===== src/rtl/pow2_pkg.sv =====
package pow2_pkg;
  localparam int unsigned DEF_OPW  = 4;
  localparam int unsigned DEF_EXPW = 3;
  localparam int unsigned DEF_OUTW = 8;
endpackage


===== src/rtl/pow2_shifter.sv =====
module pow2_shifter #(
  parameter int unsigned OPW  = pow2_pkg::DEF_OPW,
  parameter int unsigned EXPW = pow2_pkg::DEF_EXPW,
  parameter int unsigned WIDE = 12
) (
  input  logic [OPW-1:0]  op,
  input  logic [EXPW-1:0] sh,
  output logic [WIDE-1:0] wide
);
  // Logarithmic shifter: stage g moves the value by 2^g when bit g is set.
  logic [WIDE-1:0] stage [0:EXPW];

  assign stage[0] = WIDE'(op);

  for (genvar g = 0; g < EXPW; g++) begin : g_stage
    assign stage[g+1] = sh[g] ? (stage[g] << (2**g)) : stage[g];
  end

  assign wide = stage[EXPW];
endmodule


===== src/rtl/pow2_clamp.sv =====
module pow2_clamp #(
  parameter int unsigned WIDE = 12,
  parameter int unsigned OUTW = pow2_pkg::DEF_OUTW
) (
  input  logic [WIDE-1:0] wide,
  output logic [OUTW-1:0] val,
  output logic            ovf
);
  always_comb begin
    ovf = |wide[WIDE-1:OUTW];
    val = ovf ? {OUTW{1'b1}} : wide[OUTW-1:0];
  end
endmodule


===== src/rtl/pow2_scaler.sv =====
module pow2_scaler #(
  parameter int unsigned OPW  = pow2_pkg::DEF_OPW,
  parameter int unsigned EXPW = pow2_pkg::DEF_EXPW,
  parameter int unsigned OUTW = pow2_pkg::DEF_OUTW
) (
  input  logic            clk,
  input  logic            rst,
  input  logic            en,
  input  logic [EXPW-1:0] exp_i,
  input  logic [OPW-1:0]  op_i,
  output logic [OUTW-1:0] result_o,
  output logic            ovf_o
);
  localparam int unsigned WIDE    = OUTW + OPW;
  localparam int unsigned SAFE_SH = OUTW - OPW;

  logic [WIDE-1:0] wide;
  logic [OUTW-1:0] sat_val;
  logic            sat_ovf;

  pow2_shifter #(.OPW(OPW), .EXPW(EXPW), .WIDE(WIDE)) u_shift (
    .op(op_i), .sh(exp_i), .wide(wide)
  );

  pow2_clamp #(.WIDE(WIDE), .OUTW(OUTW)) u_clamp (
    .wide(wide), .val(sat_val), .ovf(sat_ovf)
  );

  always_ff @(posedge clk) begin
    if (rst) begin
      result_o <= '0;
      ovf_o    <= 1'b0;
    end else if (en) begin
      result_o <= sat_val;
      ovf_o    <= sat_ovf;
    end
  end

  // a pure shift keeps the number of set bits of the operand.
  assert_shift_keeps_bits_R1: assert property (@(posedge clk) disable iff (rst)
    $countones(wide) == $countones(op_i));

  // a raised flag always comes with the all-ones result.
  assert_sat_value_R2: assert property (@(posedge clk) disable iff (rst)
    ovf_o |-> (result_o == {OUTW{1'b1}}));

  // small exponents can never overflow.
  assert_no_overflow_R3: assert property (@(posedge clk) disable iff (rst)
    (en && (int'(exp_i) <= int'(SAFE_SH))) |=> !ovf_o);

  // with the enable low, the outputs hold.
  assert_hold_R5: assert property (@(posedge clk) disable iff (rst)
    !en |=> ($stable(result_o) && $stable(ovf_o)));

  // a zero operand yields zero.
  assert_zero_op_R7: assert property (@(posedge clk) disable iff (rst)
    (en && op_i == '0) |=> (result_o == '0 && !ovf_o));
endmodule


===== config.mk =====
export PLATFORM = sky130hd
export DESIGN_NAME = pow2_scaler
export DESIGN_NICKNAME = d
export VERILOG_FILES = /design/src/rtl/pow2_pkg.sv /design/src/rtl/pow2_shifter.sv /design/src/rtl/pow2_clamp.sv /design/src/rtl/pow2_scaler.sv
export SDC_FILE = /design/constraint.sdc
export NUM_CORES = 1
export LEC_CHECK = 0
export CORE_MARGIN = 2
export CORE_UTILIZATION = 43
export CTS_CLUSTER_SIZE = 20
export DETAILED_ROUTE_END_ITERATION = 8
export PLACE_DENSITY_LB_ADDON = 0.08
export SLEW_MARGIN = 10
export SYNTH_ARGS = -nofsm -noshare
export SYNTH_HDL_FRONTEND = slang
export SYNTH_SLANG_ARGS = --single-unit
export TNS_END_PERCENT = 30

===== constraint.sdc =====
create_clock -name clk -period 1 [get_ports clk]
set_input_delay 0.1 -clock clk [delete_from_list [all_inputs] [get_ports clk]]
set_output_delay 0.1 -clock clk [all_outputs]
set_load 0.05 [all_outputs]

==> metrics.txt, run 1 <==
outcome=finished, final reports clean; Die W=40.19 um; clk_lat worst skew=0.27 ns; FP Rows=13; crit path launch type=input port; fin util=76.33%; DRC=0; Vias/cell=5.590; final instance area=968.4 sq um; Clock Skew=0 ns; initial DRC count=20; Port-buffer cells=18; cell taking the most area after synthesis=dfxtp_1; P&R area growth vs syn=72.00%; Yosys warning total=0; CTS max path bufs=2; RePlAce Congestion=0.8310; Relative slew margins=83.77%; FF/Latch Area=181.4 sq um; vias in the first global route=600; CTS Buf Count=3; post-DP HPWL=1.218 mm; io pins=19; Mapped Nets=80; Peak supply drop=651.8 uV; drt pass-1 iters=4; die area=1615 sq um; WS Path Type=input port to flop; post-synthesis cell type count=26; slowest CP cell=or3_1; Critical Path Fanout Max=2; Worst-Margin Slew=0.2367 ns; CP endpoint kind=flop; GRT Overall Usage=23.46%; Starting Density=44.38%; mapped cell area=563.0 sq um; routed wire length=1.546 mm; FF+latch count, synth=9; wire length per cell=13.21 um; Sink Count=9; worst path cell trace=clkdlybuf4s15_1 -> buf_4 -> mux2i_1 -> or3_1 -> a311oi_2; multi-input logic area=347.8 sq um; clock-pin slew on the worst setup and hold paths=0.07 ns; fin nets=113; Worst path max stage delay=0.37 ns; pwr dens=1159 nW/um^2; Crit path buffers/inverters=2; Worst Path Required=1.19 ns; GRT Residual Overflow=0; commonest non-fill, non-tap cell in the layout=buf_4; Crit path max-delay family=simple AND/OR/NAND/NOR gates; largest net degree at the start of global routing=10; Core Footprint=1269 sq um; RSZ-0062 raised after global routing=true; share of cells above drive strength 1=38.24%; Avg Synthesized Cell Area=8.043 sq um; total number of vias=654; fmax=1072 MHz; CP Data Arrival Time=1.12 ns; Synth top area share=32.00%; Synth area leaders=dfxtp_1, mux2i_1, a311oi_2; endpoints failing setup=0; Final Hold Fails=0; Area after DPL=933.4 sq um; max cap viols=0; min Tclk post-route=0.9326 ns; fin. max-slew vios=0; final cell count without fillers=117; Leak=0.4008 nW; Fillers=99; Seq/Total Area, Yosys=32.00%; Final Cycle Share=93.26%; Placed Cells=113; global-route wire length before repair=2.518 mm; Post-CTS Repair Setup Buffers=0; Clk Tree Root Cell=clkbuf_4; ant diodes=0; ANT nets after route=0; Post-Syn Instances=70; worst min path class=input port to flop; htree depth=1; worst hold margin=0.2844 ns; commonest cells after routing, fill and taps aside=buf_4, buf_12, a21oi_1, dfxtp_1, nand2_1; Die Ht=40.19 um; initial antenna violation count=0; TritonCTS clock tree=yes
==> logic make-up (layout without fill, tap and decap cells) <==
| family | Yosys count | in the layout | synth area share [%] |
|---|---|---|---|
| AOI/OAI and AO/OA | 24 | 24 | 29.78 |
| buffers and inverters | 8 | 40 | 8.223 |
| DFF | 9 | 9 | 32.00 |
| muxes | 5 | 5 | 8.889 |
| and+or+nand+nor | 24 | 24 | 21.11 |
==> metal layers <==
metal  global-route usage (%)  up-vias  part of all wire [%]  wire length (um)
met4                    7.500        0                   2.2                34
met5                        0        -                     0                 0
li1                         -      322                     -                 -
met3                    5.000        7                   5.9                91
met1                    27.15      298                    40               613
met2                    42.34       27                    52               806
==> area by class of cell <==
| cell class | count | share of cell area [%] |
|---|---|---|
| flip-flops and latches | 9 | 18.73 |
| clock buffers | 3 | 2.326 |
| inverters | 3 | 1.421 |
| repair buffers | 33 | 39.15 |
| multi-input cells | 53 | 35.92 |
| well taps | 15 | 1.938 |
| clock inverters | 1 | 0.5168 |
==> state kept, by name, indices dropped and copies added (netlist names) <==
signal    flops
ovf_o         1
result_o      8
==> synthesized netlist by cell type <==
cell type  n
a21oi_1    8
a311oi_2   3
buf_2      2
buf_4      1
buf_6      1
clkbuf_1   1
dfxtp_1    9
inv_1      2
inv_4      1
mux2i_1    5
nand2_1    7
nand2_2    1
nand2b_1   1
nand3_1    2
nand3b_1   2
nor2_1     4
nor2b_1    1
nor3_1     4
nor3b_1    1
o211ai_1   4
o21ai_0    2
o21ai_1    4
o22ai_1    1
o31ai_1    1
o32ai_1    1
or3_1      1
==> final timing paths <==
kind / startpoint / to / slack [ns] / depth (start not counted)
setup / recovery: exp_i[0] / result_o[1] / 0.07 / 5
hold / removal: en / ovf_o / 0.28 / 3
setup reg to reg: result_o[3] / result_o[3] / 0.20 / 2
hold reg to reg: result_o[2] / result_o[2] / 0.49 / 2
==> stage by stage <==
stage | TNS (ns) | setup WS [ns] | power (mW)
detailed placement | -4.419 | -0.5415 | 0.8384
CTS | -0.006411 | -0.006411 | 1.122
floorplan | -0.02235 | -0.01118 | 0.6178
global placement | -4.130 | -0.5293 | 0.8316
finish | 0 | 0.06741 | 1.123
global route | -0.02598 | -0.02598 | 1.173
==> repair_timing <==
action                     CTS  global route
pin swaps                    0             3
cloned                       0             0
setup endpoints to repair    9             8
resized for setup           12             6
hold buffers                 0             0
==> worst register-to-register path, cell delays in order (launching register included) <==
cell and delay, ns:
dfxtp_1 0.38, nor2_1 0.09, a311oi_2 0.24
==> power breakdown <==
| group | internal, mW | switching [mW] | total, mW |
|---|---|---|---|
| clock network | 0.148 | 0.142 | 0.290 |
| logic | 0.207 | 0.216 | 0.423 |
| registers | 0.384 | 0.0258 | 0.410 |
Note: power is estimated with default switching activity, not from simulation.
==> run 2, diff against run 1 <==
Settings changed: CTS_CLUSTER_DIAMETER set to 80.
==> results of run 2 <==
The final DEF is identical to that of run 1; final timing and power are the same.
